File: src/rtl/smii_framer_pkg.sv
package smii_framer_pkg;

  // Per-edge strobes from the segment control to the datapath.
  typedef struct packed {
    logic active;    // alignment known (or sync present this edge)
    logic fresh;     // load new receive content at this start edge
    logic sampleTx;  // this edge samples bit 9 of a transmit copy to decode
    logic spd100;    // active rate as of this edge
    logic loop;      // loopback in effect for a fresh load
  } segStrb_t;

  localparam logic [2:0] STATUS_FILL = 3'b111;

endpackage

File: src/rtl/smii_seg_ctrl.sv
module smii_seg_ctrl
  import smii_framer_pkg::*;
#(
  parameter  int SEG_BITS = 10,
  parameter  int REPEAT   = 10,
  localparam int IDX_W    = $clog2(SEG_BITS),
  localparam int REP_W    = $clog2(REPEAT)
) (
  input  logic             clk,
  input  logic             rstN,
  input  logic             sync,
  input  logic             speed100,
  input  logic             loopEn,
  input  logic             rxDvIn,
  input  logic             txEnHeld,
  output logic [IDX_W-1:0] bitIdx,
  output segStrb_t         strb
);

  localparam logic [IDX_W-1:0] LAST_IDX = IDX_W'(SEG_BITS - 1);
  localparam logic [REP_W-1:0] LAST_REP = REP_W'(REPEAT - 1);

  logic [IDX_W-1:0] pos;
  logic [IDX_W-1:0] curIdx;
  logic [REP_W-1:0] segIdx;
  logic             aligned;
  logic             spdEff;
  logic             spdNew;
  logic             active;
  logic             segStart;
  logic             boundary;
  logic             idle;

  always_comb begin
    if (sync)                curIdx = '0;
    else if (pos == LAST_IDX) curIdx = '0;
    else                     curIdx = pos + IDX_W'(1);
    active   = sync | aligned;
    segStart = active && (curIdx == '0);
    boundary = spdEff || (segIdx == LAST_REP);
    idle     = !rxDvIn && !txEnHeld;
    spdNew   = (segStart && boundary && idle) ? speed100 : spdEff;
  end

  always_ff @(posedge clk) begin
    if (!rstN) begin
      pos     <= LAST_IDX;
      aligned <= 1'b0;
      segIdx  <= '0;
      spdEff  <= 1'b1;
    end else begin
      pos <= curIdx;
      if (sync) aligned <= 1'b1;
      if (segStart) begin
        spdEff <= spdNew;
        segIdx <= boundary ? '0 : segIdx + REP_W'(1);
      end
    end
  end

  always_comb begin
    bitIdx        = curIdx;
    strb.active   = active;
    strb.fresh    = segStart && boundary;
    strb.sampleTx = active && (curIdx == LAST_IDX) && (segIdx == '0);
    strb.spd100   = spdNew;
    strb.loop     = loopEn && spdNew;
  end

  // a sync pulse always restarts the bit position at zero
  a_r2_sync_aligns: assert property (@(posedge clk) disable iff (!rstN)
    sync |=> (pos == '0));

  // the active rate cannot move except at a group boundary
  a_r8_speed_hold: assert property (@(posedge clk) disable iff (!rstN)
    !(segStart && boundary) |=> $stable(spdEff));

  // decode strobes never come on consecutive edges
  a_r6_one_sample: assert property (@(posedge clk) disable iff (!rstN)
    strb.sampleTx |=> !strb.sampleTx);

endmodule

File: src/rtl/smii_seg_datapath.sv
module smii_seg_datapath
  import smii_framer_pkg::*;
#(
  parameter  int DATA_W   = 8,
  localparam int SEG_BITS = DATA_W + 2,
  localparam int IDX_W    = $clog2(SEG_BITS)
) (
  input  logic              clk,
  input  logic              rstN,
  input  segStrb_t          strb,
  input  logic [IDX_W-1:0]  bitIdx,
  input  logic              txSer,
  input  logic              rxCrs,
  input  logic              rxDv,
  input  logic [DATA_W-1:0] rxData,
  input  logic              linkUp,
  input  logic              jabber,
  input  logic              fullDuplex,
  output logic              txEr,
  output logic              txEn,
  output logic [DATA_W-1:0] txData,
  output logic              txValid,
  output logic              rxSer
);

  logic [SEG_BITS-1:0] txShift;
  logic [SEG_BITS-1:0] rxSeg;
  logic [SEG_BITS-1:0] freshSeg;
  logic [SEG_BITS-1:0] segSel;
  logic [DATA_W-1:0]   statusByte;
  logic                txErQ, txEnQ, txValidQ, rxSerQ;
  logic [DATA_W-1:0]   txDataQ;

  // Status byte sent in place of data between frames.
  always_comb begin
    statusByte      = '0;
    statusByte[0]   = strb.spd100;
    statusByte[1]   = fullDuplex;
    statusByte[2]   = 1'b0;
    statusByte[3]   = linkUp;
    statusByte[4]   = jabber;
    statusByte[7:5] = STATUS_FILL;
  end

  // Transmit: collect bits by position, decode when bit 9 arrives.
  always_ff @(posedge clk) begin
    if (!rstN) begin
      txShift  <= '0;
      txErQ    <= 1'b0;
      txEnQ    <= 1'b0;
      txDataQ  <= '0;
      txValidQ <= 1'b0;
    end else begin
      if (strb.active) txShift[bitIdx] <= txSer;
      txValidQ <= strb.sampleTx;
      if (strb.sampleTx) begin
        txErQ   <= txShift[0];
        txEnQ   <= txShift[1];
        txDataQ <= {txSer, txShift[SEG_BITS-2:2]};
      end
    end
  end

  // Receive: build a fresh segment, or repeat the held one.
  always_comb begin
    if (strb.loop) begin
      freshSeg[0]            = txEnQ;
      freshSeg[1]            = txEnQ;
      freshSeg[SEG_BITS-1:2] = txEnQ ? txDataQ : statusByte;
    end else begin
      freshSeg[0]            = rxCrs;
      freshSeg[1]            = rxDv;
      freshSeg[SEG_BITS-1:2] = rxDv ? rxData : statusByte;
    end
    segSel = strb.fresh ? freshSeg : rxSeg;
  end

  always_ff @(posedge clk) begin
    if (!rstN) begin
      rxSeg  <= '0;
      rxSerQ <= 1'b0;
    end else begin
      if (strb.fresh) rxSeg <= freshSeg;
      rxSerQ <= strb.active ? segSel[bitIdx] : 1'b0;
    end
  end

  assign txEr    = txErQ;
  assign txEn    = txEnQ;
  assign txData  = txDataQ;
  assign txValid = txValidQ;
  assign rxSer   = rxSerQ;

  // each decode strobe lasts exactly one cycle
  a_r3_valid_single: assert property (@(posedge clk) disable iff (!rstN)
    txValid |=> !txValid);

  // first bit of a freshly loaded, non-looped segment is the carrier input
  a_r4_first_bit_crs: assert property (@(posedge clk) disable iff (!rstN)
    (strb.fresh && !strb.loop) |=> (rxSer == $past(rxCrs)));

endmodule

File: src/rtl/smii_phy_framer.sv
module smii_phy_framer
  import smii_framer_pkg::*;
#(
  parameter int DATA_W = 8,
  parameter int REPEAT = 10
) (
  input  logic              clk,
  input  logic              rstN,
  input  logic              sync,
  input  logic              txSer,
  output logic              txEr,
  output logic              txEn,
  output logic [DATA_W-1:0] txData,
  output logic              txValid,
  input  logic              rxCrs,
  input  logic              rxDv,
  input  logic [DATA_W-1:0] rxData,
  input  logic              linkUp,
  input  logic              jabber,
  input  logic              fullDuplex,
  input  logic              speed100,
  input  logic              loopEn,
  output logic              rxSer
);

  localparam int SEG_BITS = DATA_W + 2;
  localparam int IDX_W    = $clog2(SEG_BITS);

  segStrb_t         strb;
  logic [IDX_W-1:0] bitIdx;
  logic             txEnInt;

  smii_seg_ctrl #(.SEG_BITS(SEG_BITS), .REPEAT(REPEAT)) i_ctrl (
    .clk(clk), .rstN(rstN), .sync(sync), .speed100(speed100),
    .loopEn(loopEn), .rxDvIn(rxDv), .txEnHeld(txEnInt),
    .bitIdx(bitIdx), .strb(strb)
  );

  smii_seg_datapath #(.DATA_W(DATA_W)) i_dp (
    .clk(clk), .rstN(rstN), .strb(strb), .bitIdx(bitIdx),
    .txSer(txSer), .rxCrs(rxCrs), .rxDv(rxDv), .rxData(rxData),
    .linkUp(linkUp), .jabber(jabber), .fullDuplex(fullDuplex),
    .txEr(txEr), .txEn(txEnInt), .txData(txData), .txValid(txValid),
    .rxSer(rxSer)
  );

  assign txEn = txEnInt;

endmodule

File: config.mk
export PLATFORM = sky130hd
export DESIGN_NAME = smii_phy_framer
export DESIGN_NICKNAME = d
export VERILOG_FILES = /design/src/rtl/smii_framer_pkg.sv /design/src/rtl/smii_seg_ctrl.sv /design/src/rtl/smii_seg_datapath.sv /design/src/rtl/smii_phy_framer.sv
export SDC_FILE = /design/constraint.sdc
export NUM_CORES = 1
export LEC_CHECK = 0
export BUFFER_PORTS_ARGS = -buffer_cell sky130_fd_sc_hd__buf_2
export CAP_MARGIN = 15
export CORE_MARGIN = 3
export CORE_UTILIZATION = 40
export DETAILED_ROUTE_END_ITERATION = 6
export HOLD_SLACK_MARGIN = 0.12
export PLACE_DENSITY = 0.58
export SYNTH_ARGS = -nofsm -noshare
export SYNTH_HDL_FRONTEND = slang
export SYNTH_SLANG_ARGS = --single-unit
File: constraint.sdc
create_clock -name clk -period 3.7 [get_ports clk]
set_clock_uncertainty 0.15 [all_clocks]
set_input_delay 1.11 -clock clk [delete_from_list [all_inputs] [get_ports clk]]
set_output_delay 1.11 -clock clk [all_outputs]
set_load 0.005 [all_outputs]
==> results by group, run 1 <==
STA
  • Tmin final: 2.92 ns
  • Hold Slack: 0.319 ns
  • Finish-stage setup viols: 0
  • Max Fclk: 0.343 GHz
  • Max-slew violations: 0
  • Final Cycle Share: 0.789
  • Unrepaired setup endpoints after global routing: false
  • Slew of the pin with the lowest slew margin: 0.798 ns
  • Final TNS setup: 0 ns
  • Rel. slew slack: 0.465
  • Final Hold Fails: 0

Place
  • Routability Congestion: 0.840
  • Port bufs: 30
  • Dpl hpwl: 3.99 mm

Global route
  • Vias in the first global route: 1787
  • First-pass GRT wire length: 9.00 mm
  • Largest net degree at the start of global routing: 30
  • Total GRT Usage: 0.177
  • Initial antenna violation count: 0
  • Grt ovf: 0

Drt
  • Avg Vias per Cell: 5.43
  • DR top layer: met4
  • DRT met1 WL: 2.69 mm
  • Pre-antenna DRT Iters: 4
  • Post-route ant nets: 0
  • Total routed wirelength: 5.35 mm
  • Vias: 1937
  • Iteration-0 DRC count of the detailed router: 152
  • Met3 WL: 244 um
  • Post-DR wirelength/cell: 15.0 um
  • Post-route DRC: 0
  • Routed met2 length: 2.36 mm

Power and ir drop
  • Cell Pwr Density: 376 nW/um^2
  • Maximum vdd ir drop: 0.282 mV
  • Static Leakage: 1.01 nW

Final layout
  • Area Overhead vs Synth: 12.8%
  • Layout cells sized above 1: 0.178
  • ANT cells: 0
  • Nets: 310

Yosys
  • Ys Warns: 0
  • Mapped cell area: 2250 um^2
  • Post-synthesis sequential area ratio: 0.365
  • Post-Syn Nets: 285
  • Netlist cell types: 54
  • Asr flop ratio synth: 0
  • Synth Register Bits: 41
  • Syn Area/Cell: 8.61 um^2
  • Synthesized instance count: 261
  • EDFF count, synth: 0
  • Post-synth top flop: dfxtp_1

Clock network
  • H-tree depth: 2
  • # clock sinks: 41
  • # Post-CTS Setup Buffers: 0
  • CTS buffer count: 5
  • Clock Latency Late Sink: 0.30 ns
  • Post-cts repair resize count: 0
  • Clk slew on worst S/H paths: 0.08 ns
  • CTS tree: yes
  • Root buffer cell: clkbuf_8
  • Cts hold-fix bufs: 0
  • Clock buffer depth: 2

Worst hold path
  • Type of the worst min-delay path: reg2reg

Die
  • Row count: 26
  • Starting Density: 0.426
  • Die Span X: 81.0 um
  • Core area: 5270 um^2
  • Die Y: 81.0 um
  • Die area: 6550 um^2
  • IO Count: 31

Run status
  • Status: finished clean

Critical path
  • Crit path largest cell delay: 0.65 ns
  • CP required: 3.74 ns
  • Critical Path, Cell by Cell: ha_1, or2_1, a211o_1, a31oi_1, mux2i_1, o32a_1, o21ai_1
  • Critical path class: reg2reg
  • Worst Path Arrival: 2.96 ns
  • CP max stage cell: a31oi_1
  • Worst setup EP type: register
  • CP Max Fanout: 16
  • Worst setup SP type: register

Run
  • Max-Cap Viols: 0
[state kept, by name (all words and copies together), names as in the netlist]
signal and count:
i_ctrl.aligned 1, i_ctrl.pos 4, i_ctrl.segIdx 4, i_ctrl.spdEff 1, i_dp.rxSeg 10, i_dp.rxSer 1
i_dp.txData 8, i_dp.txEn 1, i_dp.txEr 1, i_dp.txShift 9, i_dp.txValid 1
[critical path: cells and delay by family, from the launching register on]
family | cells | cell delay, ns
fa+ha+maj | 1 | 0.35
flops | 1 | 0.48
compound gates | 4 | 1.26
simple gates | 1 | 0.26
mux | 1 | 0.33
[through the flow]
stage,total power [W],worst slack [ns],utilization,std cells,area [um^2]
after CTS,0.000962,0.789,0.481,357,2530
after global routing,0.00100,0.473,0.481,357,2530
final,0.000953,0.780,0.481,357,2530
after global placement,0.000657,0.775,0.463,349,2440
after floorplan,0.000612,0.999,-,261,2250
after detailed placement,0.000657,0.688,0.463,349,2440
[power breakdown]
part	internal, W	leakage, nW	switching, W
registers	0.000463	0.334	0.0000193
logic	0.0000707	0.632	0.0000951
clock network	0.000136	0.0447	0.000168
[final timing paths]
path	slack [ns]	cells after the start	startpoint	end
hold / removal	0.32	2	i_dp.rxSeg[9]	i_dp.rxSeg[9]
setup / recovery	0.78	7	i_ctrl.pos[0]	i_dp.rxSer
hold reg to reg	0.32	2	i_dp.rxSeg[9]	i_dp.rxSeg[9]
setup reg to reg	0.78	7	i_ctrl.pos[0]	i_dp.rxSer
[placed cells by master, fill, tap and decap left out, types with 3 or more instances in the layout]
master	n
nand4b_1	3
o22ai_1	3
ha_1	5
buf_4	4
nand3b_1	4
nor3_1	4
o211a_1	5
or2_2	4
a31oi_1	5
and2_1	3
clkbuf_8	5
nor2b_1	19
mux2i_1	21
nor2_1	18
nand3_1	10
o21ai_0	11
buf_2	30
dfxtp_1	41
a32oi_1	4
nand2b_1	4
and3_1	4
a21o_1	3
a21boi_0	8
inv_1	10
nand2_1	21
[layer usage]
layer | vias to the layer above | global-route usage
met4 | 0 | 0.0557
li1 | 991 | -
met2 | 48 | 0.276
met5 | - | 0
met1 | 893 | 0.247
met3 | 5 | 0.0310
[cell type report]
| cell class | count | area (um^2) |
|---|---|---|
| fillers | 529 | 2740 |
| multi-input cells | 193 | 1310 |
| flip-flops and latches | 41 | 821 |
| repair buffers | 34 | 180 |
| well taps | 70 | 87.6 |
| clock buffers | 5 | 68.8 |
| inverters | 11 | 41.3 |
| clock inverters | 3 | 25.0 |
[Yosys cell counts (5+ instances only)]
master / number / share of area
a21boi_0: 8 / 0.027
a31oi_1: 5 / 0.014
clkbuf_1: 11 / 0.018
dfxtp_1: 41 / 0.37
ha_1: 5 / 0.028
inv_1: 10 / 0.017
mux2i_1: 21 / 0.094
nand2_1: 21 / 0.035
nand3_1: 10 / 0.022
nor2_1: 18 / 0.030
nor2b_1: 19 / 0.053
o211a_1: 5 / 0.022
o21ai_0: 11 / 0.024
[cells by family (layout without fill, tap and decap cells)]
| family | count (synthesis) | count (layout) | share of synthesized area |
|---|---|---|---|
| AND/OR/NAND/NOR | 105 | 105 | 0.254 |
| adder cells (fa/ha/maj) | 5 | 5 | 0.0278 |
| flip-flops | 41 | 41 | 0.365 |
| AO/OA/AOI/OAI | 62 | 62 | 0.207 |
| multiplexers | 21 | 21 | 0.0935 |
| buffers and inverters | 27 | 53 | 0.0518 |
(Power assumes the default switching activity.)
==> run 2: changes to the inputs <==
--- a/config.mk
+++ b/config.mk
@@ -5,13 +5,14 @@
 export SDC_FILE = /design/constraint.sdc
 export NUM_CORES = 1
 export LEC_CHECK = 0
+export ABC_AREA = 1
 export BUFFER_PORTS_ARGS = -buffer_cell sky130_fd_sc_hd__buf_2
 export CAP_MARGIN = 15
 export CORE_MARGIN = 3
 export CORE_UTILIZATION = 40
 export DETAILED_ROUTE_END_ITERATION = 6
 export HOLD_SLACK_MARGIN = 0.12
-export PLACE_DENSITY = 0.58
+export PLACE_DENSITY = 0.6
 export SYNTH_ARGS = -nofsm -noshare
 export SYNTH_HDL_FRONTEND = slang
 export SYNTH_SLANG_ARGS = --single-unit
==> constraint.sdc (replaced) <==
create_clock -name clk -period 2.5 [get_ports clk]
set_clock_uncertainty 0.15 [all_clocks]
set_input_delay 0.75 -clock clk [delete_from_list [all_inputs] [get_ports clk]]
set_output_delay 0.75 -clock clk [all_outputs]
set_load 0.005 [all_outputs]
==> run 2 against run 1 <==
Clock-buffer cell count is 1 higher. Non-clock buffer count is 27 higher. Via count is 8.9% higher. Critical path depth grew 12. Sequential cell count unchanged. Combinational power is 150% higher. Area after synthesis is 3.7% lower. Synthesized cell count grew 18%. Critical path type unchanged. Critical endpoint unchanged. Largest cell class unchanged.
==> results by group, run 2 <==
Critical path
  • CP max stage cell: dfxtp_2 (was a31oi_1)
  • R2R Path Start: i_ctrl.pos[1] (was i_ctrl.pos[0])
  • Crit path largest cell delay: 0.35 ns (was 0.65 ns)
  • CP required: 2.55 ns (was 3.74 ns)
  • Worst Path Arrival: 2.36 ns (was 2.96 ns)
  • Worst setup EP type: register (unchanged)
  • Worst setup SP type: register (unchanged)
  • Critical Path, Cell by Cell: inv_2, ha_4, inv_2, nand3_4, nand2_4, nor2_4, nand4_1, nand2_2, nand3_4, nor2_4, nand2_1, nand3_2, nand2_1, nand2_1, nand2_1, nand2_1, nand3_1, nand2_1, inv_1 (was ha_1, or2_1, a211o_1, a31oi_1, mux2i_1, o32a_1, o21ai_1)
  • Reg2reg path depth: 19 (was 7)
  • Worst R2R Setup Slack: 0.19 ns (was 0.78 ns)
  • CP Max Fanout: 8 (was 16)
  • R2R Path End: i_dp.rxSer (unchanged)
  • Critical path class: reg2reg (unchanged)
  • Most Frequent Cell on Critical Path: nand2_1

Power and ir drop
  • Cell Pwr Density: 602 nW/um^2 (was 376 nW/um^2)
  • Static Leakage: 1.34 nW (was 1.01 nW)
  • Maximum vdd ir drop: 0.278 mV (was 0.282 mV)

STA
  • Max-slew violations: 0 (unchanged)
  • Final Hold Fails: 0 (unchanged)
  • Max Fclk: 0.434 GHz (was 0.343 GHz)
  • Setup ws final: 0.193 ns (was 0.780 ns)
  • Final Cycle Share: 0.923 (was 0.789)
  • Slew of the pin with the lowest slew margin: 0.421 ns (was 0.798 ns)
  • Tmin final: 2.31 ns (was 2.92 ns)
  • Finish-stage setup viols: 0 (unchanged)
  • Rel. slew slack: 0.719 (was 0.465)

Final layout
  • Max reg flops: 10 (unchanged)
  • Nets: 392 (was 310)
  • Finished Cell Area: 2800 um^2 (was 2530 um^2)
  • ANT cells: 0 (unchanged)
  • Commonest non-fill, non-tap cell in the layout: nand2_1 (was dfxtp_1)
  • Area Overhead vs Synth: 29.4% (was 12.8%)
  • Fin util: 0.541 (was 0.481)
  • Biggest register: i_dp.rxSeg (unchanged)
  • Layout cells sized above 1: 0.298 (was 0.178)
  • Most frequent cells in the layout: nand2_1 (64), nor2_1 (39), dfxtp_1 (38) (was dfxtp_1 (41), buf_2 (30), nand2_1 (21), mux2i_1 (21), nor2b_1 (19))

Yosys
  • EDFF count, synth: 0 (unchanged)
  • Ys Warns: 0 (unchanged)
  • Syn Area/Cell: 7.00 um^2 (was 8.61 um^2)
  • Asr flop ratio synth: 0 (unchanged)
  • Post-synthesis sequential area ratio: 0.379 (was 0.365)
  • Yosys top cell by area: dfxtp_1 (unchanged)
  • Post-synth top flop: dfxtp_1 (unchanged)
  • Synth top area share: 0.379 (was 0.365)
  • Largest cells by area after synthesis: dfxtp_1 (38%), nand2_1 (12%), nor2_1 (7.1%), nand3_1 (6.9%), inv_1 (5.9%) (was dfxtp_1 (37%), mux2i_1 (9.4%), nor2b_1 (5.3%), nand2_1 (3.5%), nor2_1 (3.0%))
  • Post-Syn Nets: 333 (was 285)
  • Netlist cell types: 30 (was 54)
  • Top cells by count, synth: nand2_1 (67), dfxtp_1 (41), nor2_1 (41) (was dfxtp_1 (41), mux2i_1 (21), nand2_1 (21))
  • Most frequent cell after synthesis: nand2_1 (was dfxtp_1)
  • Synth Register Bits: 41 (unchanged)
  • Mapped cell area: 2160 um^2 (was 2250 um^2)
  • Synthesized instance count: 309 (was 261)

Worst hold path
  • Type of the worst min-delay path: reg2reg (unchanged)
  • Hold Startpoint: i_dp.rxSeg[9] (unchanged)
  • WHS Path Cells: 2 (unchanged)
  • Hold endpoint: i_dp.rxSeg[9] (unchanged)

Global route
  • Total GRT Usage: 0.186 (was 0.177)
  • Largest net degree at the start of global routing: 28 (was 30)
  • Grt ovf: 0 (unchanged)
  • Vias in the first global route: 1940 (was 1787)
  • First-pass GRT wire length: 9.18 mm (was 9.00 mm)
  • Initial antenna violation count: 0 (unchanged)

Clock network
  • H-tree depth: 2 (unchanged)
  • Root buffer cell: clkbuf_8 (unchanged)
  • Clock Latency Late Sink: 0.30 ns (about the same)
  • Cts hold-fix bufs: 0 (unchanged)
  • CTS tree: yes (unchanged)
  • Clk slew on worst S/H paths: 0.08 ns (about the same)
  • Clock buffer depth: 2 (unchanged)
  • CTS buffer count: 5 (unchanged)
  • # clock sinks: 41 (unchanged)

Drt
  • Avg Vias per Cell: 4.81 (was 5.43)
  • Vias: 2110 (was 1937)
  • Post-DR wirelength/cell: 12.7 um (was 15.0 um)
  • Iteration-0 DRC count of the detailed router: 137 (was 152)
  • Post-route DRC: 0 (unchanged)
  • DR top layer: met4 (unchanged)
  • Routed met2 length: 2.67 mm (was 2.36 mm)
  • Pre-antenna DRT Iters: 4 (unchanged)
  • Met3 WL: 245 um (was 244 um)
  • DRT met1 WL: 2.60 mm (was 2.69 mm)
  • Post-route ant nets: 0 (unchanged)
  • Total routed wirelength: 5.58 mm (was 5.35 mm)

Place
  • DP Worst Slack: -0.142 ns (was 0.688 ns)
  • Routability Congestion: 0.849 (was 0.840)
  • Port bufs: 30 (unchanged)
  • Dpl hpwl: 4.17 mm (was 3.99 mm)
  • Placed inst area: 2560 um^2 (was 2440 um^2)

Die
  • Die Y: 79.5 um (was 81.0 um)
  • Row count: 26 (unchanged)
  • Starting Density: 0.418 (was 0.426)
  • Die Span X: 79.5 um (was 81.0 um)
  • Die area: 6330 um^2 (was 6550 um^2)
  • Core area: 5170 um^2 (was 5270 um^2)
  • IO Count: 31 (unchanged)

Run
  • Max-Cap Viols: 0 (unchanged)

Run status
  • Status: finished clean (unchanged)
-- run 2: power by group --
group | internal, W | switching, W
Clock | 0.000325 | 0.000238
Combinational | 0.000172 | 0.000236
Sequential | 0.000694 | 0.0000195
Total | 0.00119 | 0.000494
-- run 2: through the flow --
| step | power (W) | setup TNS [ns] | hold WS (ns) | std cells |
|---|---|---|---|---|
| 2_1_floorplan | 0.000975 | 0 | 0.298 | 309 |
| 4_1_cts | 0.00166 | 0 | 0.324 | 435 |
| 5_1_grt | 0.00178 | -0.0477 | 0.358 | 439 |
| 3_3_place_gp | 0.00110 | -0.105 | 0.312 | 427 |
| 6_report | 0.00168 | 0 | 0.324 | 439 |
| 3_5_place_dp | 0.00110 | -0.142 | 0.312 | 427 |
-- run 2: how the worst max path moves through the flow --
stage | slack [ns] | end | start
2_1_floorplan | 0.16 | i_dp.rxSer | sync
3_3_place_gp | -0.11 | i_dp.rxSer | sync
3_5_place_dp | -0.14 | i_dp.rxSer | sync
4_1_cts | 0.02 | i_dp.rxSer | i_ctrl.pos[0]
5_1_grt | -0.05 | i_dp.rxSer | i_ctrl.pos[1]
6_report | 0.19 | i_dp.rxSer | i_ctrl.pos[1]
-- run 2: area by class of cell --
cell class              count  area (um^2)
fillers                   497         2370
multi-input cells         220         1230
flip-flops and latches     41          827
repair buffers             61          383
inverters                  39          149
well taps                  70         87.6
clock buffers               6         82.6
clock inverters             2         37.5
-- run 2: worst max-delay path, delay by kind of cell, from the launching register on --
kind          cells  cell delay, ns
flops             1            0.35
simple gates     15            1.33
buf+inv           3            0.13
fa+ha+maj         1            0.25
-- run 2: per-layer routing --
metal / vias up / GRT usage
li1: 1116 / -
met1: 940 / 0.248
met2: 49 / 0.300
met3: 5 / 0.0418
met5: - / 0
met4: 0 / 0.0515
-- run 2: repair_timing --
item | in CTS | in global routing
resized for setup | 0 | 24
endpoints found under the setup margin | 0 | 7
buffers inserted | 0 | 4
-- run 2: logic make-up after synthesis --
logic type | after synthesis | share of synthesized area
buffers and inverters | 48 | 0.0891
adders and majority gates | 5 | 0.0289
xor gates and xnor gates | 1 | 0.00405
AOI/OAI and AO/OA | 44 | 0.110
and+or+nand+nor | 170 | 0.389
DFF | 41 | 0.379
